[config.mk]
export PLATFORM = sky130hd
export DESIGN_NAME = clb_two_stage
export DESIGN_NICKNAME = d
export VERILOG_FILES = /design/src/rtl/clb_pkg.sv /design/src/rtl/clb_lut.sv /design/src/rtl/clb_cfg_ctrl.sv /design/src/rtl/clb_ff_slice.sv /design/src/rtl/clb_two_stage.sv
export SDC_FILE = /design/constraint.sdc
export NUM_CORES = 1
export LEC_CHECK = 0
export ABC_CLOCK_PERIOD_IN_PS = 2200
export BUFFER_PORTS_ARGS = -buffer_cell sky130_fd_sc_hd__buf_2
export CORE_ASPECT_RATIO = 2
export CORE_MARGIN = 2
export CORE_UTILIZATION = 47
export DETAILED_ROUTE_END_ITERATION = 8
export GPL_TIMING_DRIVEN = 0
export PLACE_DENSITY = 0.74
export SYNTH_ARGS = -nofsm -noshare
export SYNTH_HDL_FRONTEND = slang
export SYNTH_SLANG_ARGS = --single-unit
[constraint.sdc]
create_clock -name clk -period 2.2 [get_ports clk]
set_input_delay 0.22 -clock clk [delete_from_list [all_inputs] [get_ports clk]]
set_output_delay 0.22 -clock clk [all_outputs]
set_load 0.01 [all_outputs]
[src/rtl/clb_pkg.sv]
package clb_pkg;
    localparam int FIRST_K  = 4;
    localparam int SECOND_K = 3;
    localparam int FIRST_W  = 1 << FIRST_K;
    localparam int SECOND_W = 1 << SECOND_K;
    localparam int N_FF     = 2;

    typedef enum logic [1:0] {
        ST_BLANK = 2'd0,
        ST_LOAD  = 2'd1,
        ST_RUN   = 2'd2
    } clb_state_e;

    typedef struct packed {
        logic [FIRST_W-1:0]  tab_f;
        logic [FIRST_W-1:0]  tab_g;
        logic [SECOND_W-1:0] tab_h;
        logic                src_a;
        logic                src_b;
        logic                reg_a;
        logic                reg_b;
    } clb_cfg_t;

    localparam int CFG_W = $bits(clb_cfg_t);
endpackage

[src/rtl/clb_lut.sv]
module clb_lut #(
    parameter int K = 4,
    localparam int W = 1 << K
) (
    input  logic [W-1:0] table_bits,
    input  logic [K-1:0] sel,
    output logic         y
);
    always_comb begin
        y = table_bits[sel];
    end
endmodule

[src/rtl/clb_cfg_ctrl.sv]
module clb_cfg_ctrl
    import clb_pkg::*;
(
    input  logic                 clk,
    input  logic                 rst_n,
    input  logic                 cfg_we,
    input  logic [CFG_W-1:0]     cfg_word,
    output clb_cfg_t             cfg,
    output logic                 running,
    output logic                 capture
);
    clb_state_e state_q, state_d;
    clb_cfg_t   cfg_q;

    // next-state logic
    always_comb begin
        state_d = state_q;
        unique case (state_q)
            ST_BLANK: if (cfg_we)  state_d = ST_LOAD;
            ST_LOAD:  if (!cfg_we) state_d = ST_RUN;
            ST_RUN:   if (cfg_we)  state_d = ST_LOAD;
            default:               state_d = ST_BLANK;
        endcase
    end

    // state register
    always_ff @(posedge clk) begin
        if (!rst_n) state_q <= ST_BLANK;
        else        state_q <= state_d;
    end

    // configuration memory
    always_ff @(posedge clk) begin
        if (!rst_n)      cfg_q <= '0;
        else if (cfg_we) cfg_q <= clb_cfg_t'(cfg_word);
    end

    // outputs
    always_comb begin
        cfg     = cfg_q;
        running = (state_q == ST_RUN);
        capture = (state_q == ST_RUN) && !cfg_we;
    end

    a_r2_word_stored: assert property (@(posedge clk) disable iff (!rst_n)
        cfg_we |=> (cfg_q == clb_cfg_t'($past(cfg_word))));
    a_r3_strobe_to_load: assert property (@(posedge clk) disable iff (!rst_n)
        cfg_we |=> (state_q == ST_LOAD));
    a_r3_load_to_run: assert property (@(posedge clk) disable iff (!rst_n)
        (state_q == ST_LOAD && !cfg_we) |=> (state_q == ST_RUN));
    a_r3_blank_waits: assert property (@(posedge clk) disable iff (!rst_n)
        (state_q == ST_BLANK && !cfg_we) |=> (state_q == ST_BLANK));
endmodule

[src/rtl/clb_ff_slice.sv]
module clb_ff_slice (
    input  logic clk,
    input  logic rst_n,
    input  logic clr,
    input  logic cap,
    input  logic run,
    input  logic use_ext,
    input  logic use_reg,
    input  logic lut_d,
    input  logic ext_d,
    output logic y
);
    logic q;
    logic d_sel;

    always_comb begin
        d_sel = use_ext ? ext_d : lut_d;
    end

    always_ff @(posedge clk) begin
        if (!rst_n || clr) q <= 1'b0;
        else if (cap)      q <= d_sel;
    end

    always_comb begin
        if (!run)         y = 1'b0;
        else if (use_reg) y = q;
        else              y = lut_d;
    end

    a_r10_clear_on_load: assert property (@(posedge clk) disable iff (!rst_n)
        clr |=> (q == 1'b0));
    a_r8_table_source: assert property (@(posedge clk) disable iff (!rst_n)
        (cap && !clr && !use_ext) |=> (q == $past(lut_d)));
    a_r8_direct_source: assert property (@(posedge clk) disable iff (!rst_n)
        (cap && !clr && use_ext) |=> (q == $past(ext_d)));
    a_r9_hold_when_idle: assert property (@(posedge clk) disable iff (!rst_n)
        (!cap && !clr) |=> $stable(q));
endmodule

[src/rtl/clb_two_stage.sv]
module clb_two_stage
    import clb_pkg::*;
(
    input  logic                 clk,
    input  logic                 rst_n,
    input  logic                 cfg_we,
    input  logic [CFG_W-1:0]     cfg_word,
    input  logic [FIRST_K-1:0]   f_in,
    input  logic [FIRST_K-1:0]   g_in,
    input  logic                 h_in,
    input  logic                 d_in,
    output logic                 out_a,
    output logic                 out_b
);
    clb_cfg_t          cfg;
    logic              running;
    logic              capture;
    logic              f_out, g_out, h_out;
    logic [N_FF-1:0]   slice_lut_d;
    logic [N_FF-1:0]   slice_src;
    logic [N_FF-1:0]   slice_reg;
    logic [N_FF-1:0]   slice_y;

    clb_cfg_ctrl i_ctrl (
        .clk      (clk),
        .rst_n    (rst_n),
        .cfg_we   (cfg_we),
        .cfg_word (cfg_word),
        .cfg      (cfg),
        .running  (running),
        .capture  (capture)
    );

    clb_lut #(.K(FIRST_K)) i_lut_f (
        .table_bits (cfg.tab_f),
        .sel        (f_in),
        .y          (f_out)
    );

    clb_lut #(.K(FIRST_K)) i_lut_g (
        .table_bits (cfg.tab_g),
        .sel        (g_in),
        .y          (g_out)
    );

    clb_lut #(.K(SECOND_K)) i_lut_h (
        .table_bits (cfg.tab_h),
        .sel        ({h_in, g_out, f_out}),
        .y          (h_out)
    );

    always_comb begin
        slice_lut_d = {g_out, h_out};
        slice_src   = {cfg.src_b, cfg.src_a};
        slice_reg   = {cfg.reg_b, cfg.reg_a};
    end

    for (genvar i = 0; i < N_FF; i++) begin : g_slice
        clb_ff_slice i_slice (
            .clk     (clk),
            .rst_n   (rst_n),
            .clr     (cfg_we),
            .cap     (capture),
            .run     (running),
            .use_ext (slice_src[i]),
            .use_reg (slice_reg[i]),
            .lut_d   (slice_lut_d[i]),
            .ext_d   (d_in),
            .y       (slice_y[i])
        );
    end

    always_comb begin
        out_a = slice_y[0];
        out_b = slice_y[1];
    end

    a_r3_quiet_outside_run: assert property (@(posedge clk) disable iff (!rst_n)
        cfg_we |=> (out_a == 1'b0 && out_b == 1'b0));
    a_r9_registered_a: assert property (@(posedge clk) disable iff (!rst_n)
        (running && !cfg_we && cfg.reg_a && !cfg.src_a) |=> (out_a == $past(h_out)));
    a_r8_registered_b_direct: assert property (@(posedge clk) disable iff (!rst_n)
        (running && !cfg_we && cfg.reg_b && cfg.src_b) |=> (out_b == $past(d_in)));
endmodule

After elaboration in Yosys (flattened, before gate mapping):

Cells that the tools add are included.
Widths: inputs -> output; s select.

* output and inout port bits: 2
* bits in registers: 48
* input port bits: 57
* logic and storage cells: 39

* reduce and logical (&&, ||, !) cells: 7
* muxes and demuxes: 15
* $lt $le $gt $ge: 3
* equality and inequality tests: 4

Operator list (number)
* $lt 4x5->1 const B: 2
* $mux 1: 9
* $bmux 1 s4: 2
* $lt 3x4->1 const B: 1
* $mux 2: 2
* $pmux 2 s2: 1
* $bmux 1 s3: 1
* $eq 2x1->1 const B: 1
* $eq 2x2->1 const B: 1
* $logic_not 1->1: 2
* $logic_not 2->1: 1
* $ne 2x1->1 const B: 1
* $ne 2x2->1 const B: 1
* $reduce_and 2->1: 1
* $reduce_or 2->1: 1
* $logic_and 1x1->1: 1
* $logic_or 1x1->1: 1

Depth between registers and ports, before layout:

Gate-level depths: netlist of run 1.

* depth after elaboration: 6
* depth in mapped cells: 9
* gate-level depth less buffers: 7

Hierarchy:

A second synthesis of run 1 with hierarchy kept.

* cell total of the unflattened synthesis: 181
* area, all modules: 2225.9 sq um

By module, submodules not included
* clb_cfg_ctrl: cells an instance 150, area each 1754.2 sq um, instances 1, sequential area each 920.9 sq um
* clb_lut at i_lut_f ...: cells an instance 7, area each 135.1 sq um, instances 2, sequential area each 0.0 sq um
* clb_ff_slice: cells an instance 7, area each 68.8 sq um, instances 2, sequential area each 20.0 sq um
* clb_lut at i_lut_h: cells an instance 3, area each 63.8 sq um, instances 1, sequential area each 0.0 sq um

Worst setup path before layout of run 1:

OpenSTA, ideal clock, no wires.

* path type: input-to-output
* from: in f_in[1]
* to: out out_a
* buffers on the path: 2
* arrival: 2.162 ns
* data required time: 1.980 ns
* slack: -0.182 ns
* stages on the path: 9
* cells stage by stage: buf_6 > mux2i_1 > mux4_2 > and2_4 > buf_6 > or4b_1 > and3b_1 > a32oi_1 > a21oi_1

* longest elaborated chain between the ends: 6

Ends and longest elaborated chain
* from (decl): RTL line clb_two_stage.sv:8 `input logic [FIRST_K-1:0] f_in,`
* $bmux 1 s4: RTL line clb_lut.sv:10 `y = table_bits[sel];`
* $mux 1 (implied by the code): RTL line clb_lut.sv:10
* $bmux 1 s3: RTL line clb_lut.sv:10
* $mux 1 (implied by the code): RTL line clb_lut.sv:10
* $mux 1: RTL line clb_ff_slice.sv:27 `else if (use_reg) y = q;`
* $mux 1: RTL line clb_ff_slice.sv:26 `if (!run) y = 1'b0;`
* to (decl): RTL line clb_two_stage.sv:12 `output logic out_a,`

Every way passes these cells. The select of a mux whose other input is x is not followed.

Worst setup path after layout of run 1:

* from: reg i_ctrl.cfg_q, in the netlist i_ctrl.cfg[30]
* to: out out_a

* longest elaborated chain between the ends: 6

Ends and longest elaborated chain
* from (decl): RTL line clb_cfg_ctrl.sv:13 `clb_cfg_t cfg_q;`
* from (signal assigned): RTL line clb_cfg_ctrl.sv:35 `else if (cfg_we) cfg_q <= clb_cfg_t'(cfg_word);`
* $bmux 1 s4: RTL line clb_lut.sv:10
* $mux 1 (implied by the code): RTL line clb_lut.sv:10
* $bmux 1 s3: RTL line clb_lut.sv:10
* $mux 1 (implied by the code): RTL line clb_lut.sv:10
* $mux 1: RTL line clb_ff_slice.sv:27
* $mux 1: RTL line clb_ff_slice.sv:26

Every way passes these cells. The select of a mux whose other input is x is not followed.

==> results.cfg, run 1 <==
[status]
status = complete, but fails checks
violations = negative setup slack

[critical_path]
arrival_ns = 2.54
start_kind = register
r2r-start = i_ctrl.cfg[30]
regToRegSetupSlack_ns = -0.04
cpPeakStageDelay_ns = 0.49
ff2ff_path_depth = 7
endpoint_kind = primary output
required_ns = 1.98
worstPathMaxFanout = 2
criticalPathCategory = reg2out
path_cells = mux2i_1, mux4_2, and2_4, or4b_4, and3b_1, a32oi_2, a21oi_2, buf_2
reg2reg_to = g_slice[0].i_slice.q
cp_slowest_cell = or4b_4

[cells_and_area]
final_common_cell = buf_2
fin_nets = 334
layout_common_cells = buf_2 (55), mux2i_1 (54), nor2b_1 (46)
syn_to_final_growth_pct = 22.29
finalNonFillerCells = 333
drive_above_1_share_pct = 30.58
diodes = 0
finish.utilization_pct = 59.86
stdcell_area_mm2 = 0.002753

[power]
ir_drop_mv = 0.6118
p_leak_nw = 1.225
p_per_area_mw_per_mm2 = 672.2
total_power_mw = 1.850
clkPwrFrac_pct = 33.7
power_switching_mw = 0.4368
p_seq_share_pct = 51.2
power_frac_comb_pct = 15.2
p_int_mw = 1.414
switching_share_pct = 23.60

[sta]
fin_setup_tns_ns = -0.6403
fmax_ghz = 0.3626
rsz0062_at_grt = yes
relSlewSlack_pct = 49.17
timing.final.ws_setup_ns = -0.5582
timing.final.crit_share_pct = 125.4
worst_slew_pin_slew_ns = 0.7624
skew_ns = 0.01079
final_max_slew_viol_count = 0
finalCriticalPeriod_ns = 2.758
setup_viol = 3
hold_viol = 0

[job]
cap_violations = 0

[place]
placed_cell_area_mm2 = 0.002615
place.gp.congestion = 0.7178
place_hpwl_um = 3561
dpl.cell_count = 322
port_buffers = 55

[grt]
grt_max_degree = 15
antenna_found_initial = 0
grt_usage_pct = 18.30
overflow = 0
grt_pass1_wl_um = 7217
grt_pass1_vias = 1670

[logic_synthesis]
async_flop_share_pct = 0
netlist_instances = 212
synth.cell_area_mm2 = 0.002251
postSynthNetCount = 269
yosys_warnings = 0
synth-edff-count = 0
ys_seq_area_share_pct = 42.69
syn_avg_cell_area_um2 = 10.62
ys_types = 29
synth_ff_type = dfxtp_1
synth-seq-cells = 48

[floorplanning]
initial_core_util_pct = 48.95
fp.coreArea_mm2 = 0.004598
die_width_um = 52.94
die_height_um = 101.9
die_area_mm2 = 0.005392
std_cell_rows = 35
io_pins = 59

[clock_network]
clock_path_buffers = 2
h-tree-depth = 2
clock_sinks = 48
cts_tree = built
cts_buffers = 5
clkTransAtPathRegs_ns = 0.09
cts-root-buf = clkbuf_8
clk_latency_ns = 0.30

[worst_hold_path]
min_path_cells = 3
hold_class = in2reg
min_from = cfg_word[15]
holdPathEnd = i_ctrl.cfg[15]

[routing]
routed_via_density = 5.159
wl_per_cell_um = 14.06
drc_errors = 0
drt-total-wl_um = 4681
drt_iter0_drc = 17
vias = 1718
dr.pass1.iters = 4
ant_nets = 0
==> power groups by stage <==
stage / logic [mW] / registers (mW) / clock network [mW]
5_1_grt: 0.306 / 0.953 / 0.666
4_1_cts: 0.276 / 0.948 / 0.643
2_1_floorplan: 0.186 / 0.957 / 0
3_3_place_gp: 0.268 / 0.964 / 0
6_report: 0.281 / 0.947 / 0.623
3_5_place_dp: 0.274 / 0.966 / 0
==> cell usage after synthesis, drive strengths merged (2+ instances only) <==
master  count  area share, %
inv         3           0.50
clkbuf      7            1.2
dfxtp      48             43
mux2i      54             24
nand2b      5            1.4
nor2b      46             13
or2         2           0.56
buf         5            1.5
a21oi       6            1.3
o21ai       4           0.89
nand2       6            1.0
o22ai       3            1.1
o211ai      2           0.67
nor2        4           0.67
mux4        6            6.0
and2        2           0.67
==> cells by family after synthesis <==
| group | share of synthesized area (%) |
|---|---|
| AND/OR/NAND/NOR | 18.68 |
| multiplexers | 30.02 |
| flip-flops | 42.69 |
| AO/OA/AOI/OAI | 5.448 |
| buffers and inverters | 3.168 |
==> metrics by stage <==
step	setup WS [ns]	hold WS (ns)
global route	-0.6190	0.1734
finish	-0.5582	0.1750
detailed placement	-0.4014	0.4607
global placement	-0.3921	0.4505
floorplan	-0.1070	0.3891
CTS	-0.5801	0.1681
==> worst max path at each step <==
stage                         startpoint  depth (start not counted)  slack, ns  endpoint
after floorplan                  f_in[1]                          9      -0.11     out_a
after global placement           f_in[1]                         10      -0.39     out_a
after CTS                 i_ctrl.cfg[30]                          8      -0.58     out_a
after global routing      i_ctrl.cfg[33]                          8      -0.62     out_a
after detailed placement         f_in[1]                         10      -0.40     out_a
final                     i_ctrl.cfg[30]                          8      -0.56     out_a
==> metal layers <==
metal  part of all wire [%]  global-route usage [%]  wire, um  up-vias
li1                       -                       -         -      865
met4                    1.9                   8.876        91        0
met3                    4.4                   3.655       206        9
met2                     55                   34.62      2581       58
met5                      0                       0         0        -
met1                     38                   17.91      1802      786
==> repair_timing <==
item | 4_1_cts | 5_1_grt
hold buffers | 0 | 0
endpoints found under the setup margin | 3 | 3
setup buffers | 2 | 2
pin swaps | 3 | 3
gates resized for setup | 6 | 1
cloned | 0 | 0
==> flip-flops by register name, indices dropped and copies added, names as in the netlist <==
signal / flops
g_slice.i_slice.q: 2
i_ctrl.cfg: 44
i_ctrl.state_q: 2
==> final cells by class <==
cell class              count  area, um2
inverters                   3      11.26
plain buffers              11      57.56
well taps                  55      68.82
clock buffers               6      72.57
repair buffers             59      305.3
multi-input cells         149       1234
clock inverters             2      35.03
flip-flops and latches     48      968.4
fillers                   415       1846
==> worst max-delay path: cells and delay by family (launching register included) <==
kind	cells	cell delay (ns)
simple gates	3	0.84
mux	2	0.57
compound gates	2	0.35
flops	1	0.33
buf+inv	1	0.15
Note: power is estimated with default switching activity, not from simulation.
==> run 2: changes to the inputs <==
CORE_UTILIZATION = 40   (was 47)
PLACE_DENSITY = 0.65   (was 0.74)
==> run 2 against run 1 <==
Net effect:
- the flow still finishes with violations (negative setup slack)
- die area grew 16%
- first-iteration DRC count increased by 88%
- sequential power barely moved
==> results.cfg, run 2 (synthesis gave the netlist of run 1 again) <==
[status]
status = complete, but fails checks
violations = negative setup slack

[routing]
wl_per_cell_um = 13.64
route.met2.wl_um = 2497
drt-total-wl_um = 4570
vias = 1650
ant_nets = 0
drc_errors = 0
top_layer = met4
dr.pass1.iters = 4
met3WireLength_um = 236
routed_via_density = 4.925
drt_iter0_drc = 32
met1Wirelength_um = 1745

[place]
dpl.cell_count = 327
place_hpwl_um = 3558
placed_cell_area_mm2 = 0.002621
place.gp.congestion = 0.7837
port_buffers = 55
post-place-ws_ns = -0.4128

[critical_path]
cpPeakStageDelay_ns = 0.49
endpoint_kind = primary output
required_ns = 1.98
ff2ff_path_depth = 7
path_cells = mux2i_1, mux4_2, and2_4, or4b_1, and3b_1, a32oi_2, a21oi_2, buf_2
crit_start = i_ctrl.cfg[35]
criticalPathCategory = reg2out
arrival_ns = 2.49
cp_slowest_cell = mux4_2
start_kind = register
worstPathMaxFanout = 2
r2r-start = i_ctrl.cfg[35]

[power]
p_per_area_mw_per_mm2 = 647.0
ir_drop_mv = 0.6129
total_power_mw = 1.757
p_leak_nw = 1.200

[grt]
grt_usage_pct = 15.51
antenna_found_initial = 0
grt_pass1_vias = 1620
overflow = 0
grt_max_degree = 14
grt_pass1_wl_um = 7348

[cells_and_area]
layout_common_cells = buf_2 (55), mux2i_1 (54), nor2b_1 (46)
drive_above_1_share_pct = 29.09
finalNonFillerCells = 335
diodes = 0
largest_reg_flops = 44
fin_nets = 331
stdcell_area_mm2 = 0.002715
finish.utilization_pct = 50.09
final_common_cell = buf_2
syn_to_final_growth_pct = 20.62

[floorplanning]
die_width_um = 57.05
die_height_um = 110.1
initial_core_util_pct = 41.53
fp.coreArea_mm2 = 0.005420
io_pins = 59
die_area_mm2 = 0.006280
std_cell_rows = 38

[worst_hold_path]
hold_class = in2reg
min_path_cells = 3
min_from = cfg_word[7]

[clock_network]
clkTransAtPathRegs_ns = 0.08
clk_latency_ns = 0.30
cts_buffers = 5
clock_sinks = 48
clock_path_buffers = 2
cts_hold_buf = 0
cts_tree = built
h-tree-depth = 2
cts-root-buf = clkbuf_8

[sta]
timing.final.crit_share_pct = 123.1
hold_viol = 0
fin_setup_tns_ns = -0.5324
hold_slack_ns = 0.1680
rsz0062_at_grt = yes
worst_slew_pin_slew_ns = 0.7716
relSlewSlack_pct = 48.56
finalCriticalPeriod_ns = 2.708
skew_ns = 0.003985
timing.final.ws_setup_ns = -0.5082
final_max_slew_viol_count = 0
setup_viol = 3
fmax_ghz = 0.3693

[job]
cap_violations = 0
run 2: changes by cell type in the layout (fill, tap and decap cells not counted):
cell       before  now
or4b_4          1    0
buf_4           4    1
clkinv_2        1    0
clkbuf_8        5    6
or4b_1          0    1
bufinv_16       1    0
clkbuf_1        8    9
run 2: area by class of cell:
type | instances | area [um2]
Timing Repair Buffer | 56 | 282.8
Multi-Input combinational cell | 149 | 1230
Tap cell | 60 | 75.07
Fill cell | 540 | 2705
Buffer | 11 | 57.56
Sequential cell | 48 | 968.4
Inverter | 3 | 11.26
Clock buffer | 8 | 90.09
run 2: path summary, 6_finish.rpt:
check                                             to  slack, ns
worst min-delay path                   i_ctrl.cfg[7]       0.17
worst max-delay path                           out_a      -0.51
worst min register to register     i_ctrl.state_q[0]       0.48
worst max register to register  g_slice[0].i_slice.q      -0.01
run 2: repair_timing:
item | in CTS | in global routing
resized for setup | 5 | 1
pin swaps | 4 | 5
gates cloned | 0 | 0
endpoints found under the setup margin | 3 | 3
buffers inserted | 1 | 0
run 2: power by group:
group	internal (mW)	switching [mW]	leakage, nW
clock network	0.257	0.287	0.0455
logic	0.149	0.117	0.756
registers	0.919	0.0272	0.398
total	1.33	0.431	1.20
run 2: worst max-delay path: cells and delay by family, from the launching register on:
kind	cells	cell delay (ns)
compound gates	2	0.32
mux	2	0.55
flops	1	0.33
buf+inv	1	0.14
simple gates	3	0.83
run 2: metal layers:
| metal | up-vias | track usage [%] |
|---|---|---|
| li1 | 860 | - |
| met1 | 743 | 15.20 |
| met2 | 41 | 29.31 |
| met3 | 6 | 4.084 |
| met4 | 0 | 7.475 |
| met5 | - | 0 |
